===== src/rtl/page_pool_mgr.sv =====
module page_pool_mgr #(
  parameter int NUM_PAGES   = 16,
  parameter int NUM_CLIENTS = 4,
  localparam int IW  = (NUM_PAGES > 1) ? $clog2(NUM_PAGES) : 1,
  localparam int CW  = $clog2(NUM_PAGES + 1),
  localparam int CIW = (NUM_CLIENTS > 1) ? $clog2(NUM_CLIENTS) : 1
) (
  input  logic                      clk,
  input  logic                      rst_n,
  input  logic [NUM_CLIENTS-1:0]    alloc_req,
  output logic [NUM_CLIENTS-1:0]    alloc_gnt,
  output logic [IW-1:0]             alloc_page,
  input  logic [NUM_CLIENTS-1:0]    rel_req,
  input  logic [NUM_CLIENTS*IW-1:0] rel_head,
  input  logic [NUM_CLIENTS*IW-1:0] rel_tail,
  input  logic [NUM_CLIENTS*CW-1:0] rel_len,
  output logic [NUM_CLIENTS-1:0]    rel_gnt,
  input  logic                      link_we,
  input  logic [IW-1:0]             link_page,
  input  logic [IW-1:0]             link_next,
  output logic [CW-1:0]             free_count,
  output logic                      pool_empty
);

  logic [IW-1:0]  nxt [NUM_PAGES];
  logic [IW-1:0]  head, tail;
  logic [CW-1:0]  cnt;
  logic [CIW-1:0] a_ptr, r_ptr;

  function automatic logic [NUM_CLIENTS-1:0] rr_pick(input logic [NUM_CLIENTS-1:0] req,
                                                     input logic [CIW-1:0] ptr);
    logic [NUM_CLIENTS-1:0] g;
    g = '0;
    for (int i = NUM_CLIENTS - 1; i >= 0; i--) begin
      int idx;
      idx = (int'(ptr) + i) % NUM_CLIENTS;
      if (req[idx]) begin
        g = '0;
        g[idx] = 1'b1;
      end
    end
    return g;
  endfunction

  function automatic logic [CIW-1:0] enc(input logic [NUM_CLIENTS-1:0] g);
    logic [CIW-1:0] r;
    r = '0;
    for (int i = 0; i < NUM_CLIENTS; i++)
      if (g[i]) r = CIW'(i);
    return r;
  endfunction

  function automatic logic [CIW-1:0] inc(input logic [CIW-1:0] v);
    return CIW'((int'(v) + 1) % NUM_CLIENTS);
  endfunction

  logic          a_any, r_any;
  logic [CIW-1:0] a_idx, r_idx;
  logic [IW-1:0] r_h, r_t;
  logic [CW-1:0] r_n;

  assign free_count = cnt;
  assign pool_empty = (cnt == '0);
  assign alloc_page = head;
  assign alloc_gnt  = rr_pick(pool_empty ? '0 : alloc_req, a_ptr);
  assign rel_gnt    = rr_pick(rel_req, r_ptr);
  assign a_any      = |alloc_gnt;
  assign r_any      = |rel_gnt;
  assign a_idx      = enc(alloc_gnt);
  assign r_idx      = enc(rel_gnt);
  assign r_h        = rel_head[r_idx*IW +: IW];
  assign r_t        = rel_tail[r_idx*IW +: IW];
  assign r_n        = rel_len[r_idx*CW +: CW];

  always_ff @(posedge clk or negedge rst_n) begin
    if (!rst_n) begin
      for (int i = 0; i < NUM_PAGES; i++)
        nxt[i] <= IW'((i + 1) % NUM_PAGES);
      head  <= '0;
      tail  <= IW'(NUM_PAGES - 1);
      cnt   <= CW'(NUM_PAGES);
      a_ptr <= '0;
      r_ptr <= '0;
    end else begin
      if (link_we)
        nxt[link_page] <= link_next;
      if (r_any && !pool_empty)
        nxt[tail] <= r_h;
      cnt <= cnt - CW'(a_any) + (r_any ? r_n : '0);
      if (r_any && (pool_empty || (cnt == CW'(1) && a_any)))
        head <= r_h;
      else if (a_any)
        head <= nxt[head];
      if (r_any)
        tail <= r_t;
      if (a_any) a_ptr <= inc(a_idx);
      if (r_any) r_ptr <= inc(r_idx);
    end
  end

  p_alloc_onehot_r2: assert property (@(posedge clk) disable iff (!rst_n)
    $onehot0(alloc_gnt) && ((alloc_gnt & ~alloc_req) == '0));

  p_rel_onehot_r8: assert property (@(posedge clk) disable iff (!rst_n)
    $onehot0(rel_gnt) && ((rel_gnt & ~rel_req) == '0));

  p_count_step_r4: assert property (@(posedge clk) disable iff (!rst_n)
    1'b1 |=> free_count == $past(free_count) - CW'($past(a_any)) + ($past(r_any) ? $past(r_n) : '0));

  p_no_alloc_empty_r5: assert property (@(posedge clk) disable iff (!rst_n)
    pool_empty |-> alloc_gnt == '0);

  p_rel_into_empty_r5: assert property (@(posedge clk) disable iff (!rst_n)
    (pool_empty && r_any) |=> alloc_page == $past(r_h));

  p_single_both_r6: assert property (@(posedge clk) disable iff (!rst_n)
    (free_count == CW'(1) && a_any && r_any) |=> alloc_page == $past(r_h) && free_count == $past(r_n));

  p_count_bound_r4: assert property (@(posedge clk) disable iff (!rst_n)
    free_count <= CW'(NUM_PAGES));

  p_alloc_demand_r7: assert property (@(posedge clk) disable iff (!rst_n)
    (!pool_empty && alloc_req != '0) |-> a_any);

endmodule


===== config.mk =====
export PLATFORM = sky130hd
export DESIGN_NAME = page_pool_mgr
export DESIGN_NICKNAME = d
export VERILOG_FILES = /design/src/rtl/page_pool_mgr.sv
export SDC_FILE = /design/constraint.sdc
export NUM_CORES = 1
export LEC_CHECK = 0
export ABC_AREA = 1
export BUFFER_PORTS_ARGS = -buffer_cell sky130_fd_sc_hd__buf_2
export CORE_MARGIN = 2
export CORE_UTILIZATION = 50
export CTS_BUF_LIST = sky130_fd_sc_hd__clkbuf_2 sky130_fd_sc_hd__clkbuf_4 sky130_fd_sc_hd__clkbuf_8
export DETAILED_ROUTE_END_ITERATION = 12
export PLACE_DENSITY = 0.71
export SETUP_SLACK_MARGIN = 0.3
export SYNTH_ARGS = -nofsm -noshare
export SYNTH_HDL_FRONTEND = slang
export SYNTH_SLANG_ARGS = --single-unit

===== constraint.sdc =====
create_clock -name clk -period 8.2 [get_ports clk]
set_clock_uncertainty 0.05 [all_clocks]
set_input_delay 0.82 -clock clk [delete_from_list [all_inputs] [get_ports clk]]
set_output_delay 0.82 -clock clk [all_outputs]
set_load 0.03 [all_outputs]

### Word-level counts from Yosys, hierarchy flattened

Cells that the tools add are included.

* register bits after elaboration: 81
* latch bits: 0
* memory bits (writable): 0
* ROM bits: 0
* input port bits: 71
* output and inout port bits: 18
* memories: 0

* add/subtract/negate cells: 10
* multiply operators: 1
* div/mod/pow operators: 0
* $lt $le $gt $ge: 21
* eq/ne operators: 1
* shifts and indexed selects: 3
* muxes and demuxes: 67
* bitwise operators: 9
* reduce and logical (&&, ||, !) cells: 25

Operators with widths (count)
* bitwise mux 64 bit: 2
* 2-to-1 mux 64 bit: 2
* 2-to-1 mux 4 bit: 15
* demux 4 bit (select 4 bit): 2
* indexed part select 16 x 5 -> 4 bit: 2
* less-than comparator 3 x 4 -> 1 bit (second input constant): 6
* 2-to-1 mux 1 bit: 24
* indexed part select 20 x 6 -> 5 bit: 1
* greater-or-equal comparator 3 x 1 -> 1 bit (second input constant): 6
* binary-select mux 1 bit (select 2 bit): 8
* binary-select mux 4 bit (select 4 bit): 1
* demux 1 bit (select 2 bit): 8
* greater-or-equal comparator 5 bit (second input constant): 3
* inverter 4 -> 5 bit: 3
* logical AND 1 bit: 13
* OR reduction 2 bit: 6
* less-than comparator 5 x 1 -> 1 bit (second input constant): 2
* adder 2 x 1 -> 2 bit (second input constant): 4
* adder 2 bit (second input constant): 4
* 2-to-1 mux 2 bit: 4
* OR reduction 4 bit: 2
* bitwise AND 1 bit (first input constant): 6
* less-than comparator 2 x 3 -> 1 bit (second input constant): 2
* adder 5 bit: 1
* other kinds (9): 10

### Logic depth before layout (Yosys ltp)

* word-level depth: 18
* gate-level depth with buffers: 27
* depth with buffers taken out: 25

### Least setup slack after synthesis

No wires, ideal clock.

* kind: register to register
* start point: register r_ptr[0]
* end point: register cnt[4] (netlist: free_count[4])
* setup time: 0.072 ns
* arrival time: 3.755 ns
* data required time: 8.078 ns
* setup slack: 4.323 ns
* cell stages (with the launch flop): 25
* path buffers: 2
* clock period less this slack: 3.877 ns
* cells stage by stage: dfrtp_1 -> inv_2 -> ha_1 -> nand3b_1 -> nand2_2 -> nand3_1 -> nand2_1 -> nand2_2 -> nand2_2 -> nand2_2 -> buf_6 -> inv_1 -> buf_2 -> nor2_1 -> o22a_1 -> ha_1 -> inv_1 -> ha_1 -> fa_1 -> nand3_1 -> nand2_1 -> xor2_1 -> nand3_1 -> nand2_1 -> inv_1

* cells in the longest elaborated chain, start to end: 18
* elaborated cells on any way between the ends: 52
* classes of those cells: add/sub: 4; mul: 1; order compare: 8; shift: 1; mux: 27; bitwise: 3; reduce/logical: 8

Ends and longest elaborated chain
* start: declaration: RTL line 28 `logic [CIW-1:0] a_ptr, r_ptr;`
* start signal: assignment: RTL line 97 `if (r_any) r_ptr <= inc(r_idx);`
* adder 2 bit: RTL line 36 `idx = (int'(ptr) + i) % NUM_CLIENTS;`
* OR reduction 2 bit (no line)
* bitwise AND 1 bit (no line)
* less-than comparator 3 x 4 -> 1 bit (not written as such) / greater-or-equal comparator 3 x 1 -> 1 bit (equally long branches): RTL line 39 `g[idx] = 1'b1;`
* logical AND 1 bit (not written as such): RTL line 39
* 2-to-1 mux 1 bit (not written as such): RTL line 39
* demux 1 bit (select 2 bit): RTL line 39
* 2-to-1 mux 4 bit (3 in a row): RTL line 37 `if (req[idx]) begin`
* 2-to-1 mux 4 bit (*): RTL line 37
* net rel_gnt[1]: RTL line 17 `output logic [NUM_CLIENTS-1:0] rel_gnt,`
* 2-to-1 mux 1 bit: RTL line 49 `if (g[i]) r = CIW'(i);`
* 2-to-1 mux 2 bit (2 in a row): RTL line 49
* multiplier 2 x 3 -> 5 bit: RTL line 73 `assign r_n = rel_len[r_idx*CW +: CW];`
* indexed part select 20 x 6 -> 5 bit: RTL line 73
* 2-to-1 mux 5 bit (*): RTL line 89 `cnt <= cnt - CW'(a_any) + (r_any ? r_n : '0);`
* adder 5 bit (*): RTL line 89
* end signal: assignment: RTL line 81 `cnt <= CW'(NUM_PAGES);`
* end signal: assignment: RTL line 89
* end: declaration: RTL line 27 `logic [CW-1:0] cnt;`

Mark *: on every way through the listed nets, which the timed path passes. The rest lies on a longest branch. The select of a mux whose other input is x is not followed.
A chain may end at the register's enable or synchronous reset.

### Worst setup path in the final report

* start point: register r_ptr[0]
* end point: register cnt[4] (netlist: free_count[4])

* cells in the longest elaborated chain, start to end: 18
* elaborated cells on any way between the ends: 52
* classes of those cells: add/sub: 4; mul: 1; order compare: 8; shift: 1; mux: 27; bitwise: 3; reduce/logical: 8

Ends and longest elaborated chain (RTL line)
* adder 2 bit: 36
* OR reduction 2 bit (no line)
* bitwise AND 1 bit (no line)
* less-than comparator 3 x 4 -> 1 bit (not written as such) / greater-or-equal comparator 3 x 1 -> 1 bit (equally long branches): 39
* logical AND 1 bit (not written as such): 39
* 2-to-1 mux 1 bit (not written as such): 39
* demux 1 bit (select 2 bit): 39
* 2-to-1 mux 4 bit (3 in a row): 37
* 2-to-1 mux 4 bit (*): 37
* 2-to-1 mux 1 bit: 49
* 2-to-1 mux 2 bit (2 in a row): 49
* multiplier 2 x 3 -> 5 bit: 73
* indexed part select 20 x 6 -> 5 bit: 73
* 2-to-1 mux 5 bit (*): 89
* adder 5 bit (*): 89

Every way passes the cells marked *; elsewhere a longest branch is shown, timed or not. The select of a mux whose other input is x is not followed.

==> flow_metrics.env <==
export IMPL_cp_arrival_ps=4750
export IMPL_multi_input_area_um2=3660
export IMPL_timing_setup_critical_path_class="reg -> reg"
export IMPL_synth_async_sr_flop_share_pct=100
export IMPL_synth_net_count=996
export IMPL_worst_pin_slew_ps=700
export IMPL_route_final_wire_length_um=17300
export IMPL_clk_pin_slew_ps=90
export IMPL_die_width_um=116
export IMPL_post_place_cells=1138
export IMPL_violation_count_after_the_first_detailed_route_iteration=501
export IMPL_first_global_vias=5853
export IMPL_yosys_register_bits=81
export IMPL_setup_worst_path_start_class="flop"
export IMPL_post_synth_num_cell_types=40
export IMPL_timing_max_cap_violations=0
export IMPL_synth_most_common_cell="sky130_fd_sc_hd__nand2_1"
export IMPL_routabilityCongestion=0.918
export IMPL_hold_path_class="in -> async"
export IMPL_antenna_cells=0
export IMPL_setup_repair_after_global_routing_missed_its_margin="no"
export IMPL_io_pin_count=89
export IMPL_clock_sinks=81
export IMPL_antenna_found_initial=0
export IMPL_fmax_mhz=223
export IMPL_max_clock_path_buffers=2
export IMPL_outcome="complete, no violations"
export IMPL_cts_hold_buffers=0
export IMPL_worstSkewPairLatency_ps=390
export IMPL_layout_area_seq_um2=2070
export IMPL_r2r_start="r_ptr[0]$_DFFE_PN0P_"
export IMPL_synthesis_area_um2=6310
export IMPL_detailedRoute_firstPassIterationCount=5
export IMPL_ctsHtreeMaxLevel=3
export IMPL_synth_area_per_cell_um2=7.02
export IMPL_worst_ep_required_time_ps=8480
export IMPL_timing_final_crit_share_pct=54.6
export IMPL_grt_max_degree=53
export IMPL_antenna_left=0
export IMPL_grt_pass1_wl_um=28300
export IMPL_grt_util_all_layers_pct=26.8
export IMPL_drc=0
export IMPL_numCtsBuffers=9
export IMPL_wl_per_cell_um=15.0
export IMPL_yosys_area_top_type_share_pct=17.4
export IMPL_root_buffer="sky130_fd_sc_hd__clkbuf_8"
export IMPL_post_cts_resized=0
export IMPL_via_count=6130
export IMPL_cts_post_setup_buffers_inserted=0
export IMPL_cell_taking_the_most_area_after_synthesis="sky130_fd_sc_hd__dfrtp_1"
export IMPL_coreArea_um2=12500
export IMPL_critPathLaunch="r_ptr[0]$_DFFE_PN0P_"
export IMPL_fin_crit_ps=4470
export IMPL_synth_common_cells="212 x sky130_fd_sc_hd__nand2_1, 103 x sky130_fd_sc_hd__inv_1, 94 x sky130_fd_sc_hd__o21ai_0"
export IMPL_cp_end_kind="flop"
export IMPL_design_final_nets=1073
export IMPL_floorplan_initialDensity_pct=50.7
export IMPL_route_detailed_vias_per_inst=5.31
export IMPL_dp_final_hpwl_um=12400
export IMPL_final_max_slew_viol_count=0
export IMPL_chipHeight_um=116
export IMPL_synth_warning_count=0
export IMPL_tritoncts="yes"
export IMPL_synthToLayoutAreaGrowth_pct=11.4
export IMPL_dominantRegCellSynth="sky130_fd_sc_hd__dfrtp_1"
export IMPL_synthesis_instances=900
export IMPL_timing_slew_headroom_pct=53.3
export IMPL_share_of_layout_cells_above_drive_strength_1_pct=21.7
export IMPL_final_non_filler_cell_total=1154
export IMPL_fillers=1249
export IMPL_core_rowCount=41
export IMPL_synth_enable_flop_cells=0
export IMPL_reg2reg_setup_slack_ps=3730
export IMPL_finalHoldViolCount=0
export IMPL_synth_top_cells_by_area="sky130_fd_sc_hd__dfrtp_1 17%, sky130_fd_sc_hd__dfstp_2 15%, sky130_fd_sc_hd__nand2_1 13%, sky130_fd_sc_hd__o21ai_0 7.4%, sky130_fd_sc_hd__inv_1 6.1%"
export IMPL_numPortBuffers=88
export IMPL_floorplan_die_area_um2=13500
export IMPL_seq_area_frac_synth_pct=32.8
export IMPL_path_max_fanout=21
export IMPL_setup_viol=0
export IMPL_finalSetupTns_ps=0
export IMPL_grt_overflow_total=0
worst max-delay path: stages, from the launching register on:
cell                       delay (ps)
sky130_fd_sc_hd__dfrtp_1          580
sky130_fd_sc_hd__inv_2            150
sky130_fd_sc_hd__ha_1             370
sky130_fd_sc_hd__nand3b_1         180
sky130_fd_sc_hd__nand2_2          150
sky130_fd_sc_hd__nand3_1           90
sky130_fd_sc_hd__nand2_1          110
sky130_fd_sc_hd__nand2_4          130
sky130_fd_sc_hd__inv_2            180
sky130_fd_sc_hd__nand2_2          290
sky130_fd_sc_hd__inv_1            370
sky130_fd_sc_hd__nor2_1            70
sky130_fd_sc_hd__o22a_1           230
sky130_fd_sc_hd__ha_1             270
sky130_fd_sc_hd__inv_1             40
sky130_fd_sc_hd__ha_1             200
sky130_fd_sc_hd__fa_1             400
sky130_fd_sc_hd__nand3_1           80
sky130_fd_sc_hd__nand2_1           60
sky130_fd_sc_hd__xor2_1           170
sky130_fd_sc_hd__nand3_1          100
sky130_fd_sc_hd__nand2_1           80
sky130_fd_sc_hd__inv_1             40
cell families after synthesis:
family	after synthesis	share of synthesized area [%]
AO/OA/AOI/OAI	224	20.1
XOR/XNOR	4	0.555
adder cells (fa/ha/maj)	25	5.07
buffers and inverters	142	9.25
flip-flops	81	32.8
multiplexers	15	2.38
AND/OR/NAND/NOR	409	29.8
area by class of cell:
cell class,instances,share of cell area [%]
timing repair buffer,91,6.61
clock inverter,4,0.391
clock buffer,12,2.26
inverter,117,6.24
tap,172,3.06
sequential,81,29.5
multi-input combinational,677,52.0
layout by cell type, fill, tap and decap left out, drive strengths merged:
cell	Yosys	layout
inv	117	117
o211ai	24	24
a21oi	61	61
fa	1	1
o22ai	4	4
or2	4	4
a21boi	4	4
o21ai	117	117
clkinvlp	0	3
dfrtp	44	44
o22a	3	3
nand3b	1	1
nand3	73	73
ha	24	24
clkinv	0	1
a31oi	5	5
nand4	2	2
buf	10	91
xor2	4	4
o21bai	4	4
clkbuf	15	12
dfstp	37	37
nand2	245	245
o221ai	2	2
mux2i	15	15
nor2	84	84
final timing paths:
kind / end / cells after the start
max: free_count[4]$_DFF_PN1_ / 22
min: nxt[8]$_DFF_PN0_ / 1
max reg2reg: free_count[4]$_DFF_PN1_ / 22
min reg2reg: tail[0]$_DFFE_PN1P_ / 2
max in group asynchronous: nxt[45]$_DFF_PN0_ / 2
min in group clk: tail[0]$_DFFE_PN1P_ / 2
state kept, by name, indices dropped and copies added (netlist names):
| name | cells |
|---|---|
| tail | 4 |
| r_ptr | 2 |
| free_count | 5 |
| nxt | 64 |
| alloc_page | 4 |
| a_ptr | 2 |
metrics by stage:
stage          hold WS [ps]  util (%)  setup slack [ps]  area, µm²
6_report                321      56.4              3730       7040
5_1_grt                 338      56.4              3360       7040
4_1_cts                 330      56.4              3780       7040
3_5_place_dp            467      55.0              3800       6850
3_3_place_gp            471      55.0              3910       6850
2_1_floorplan           453         -              4320       6310
routing by layer:
layer | wire [µm] | global-route usage (%) | share of wire [%]
met4 | 284 | 7.70 | 1.6
met5 | 0 | 0 | 0
met2 | 7800 | 43.0 | 45
met3 | 1090 | 4.72 | 6.3
met1 | 8150 | 37.2 | 47
Power is left out: the tool's default activity adds up to more than one toggle a clock period on the data nets, which glitch-free logic cannot reach.
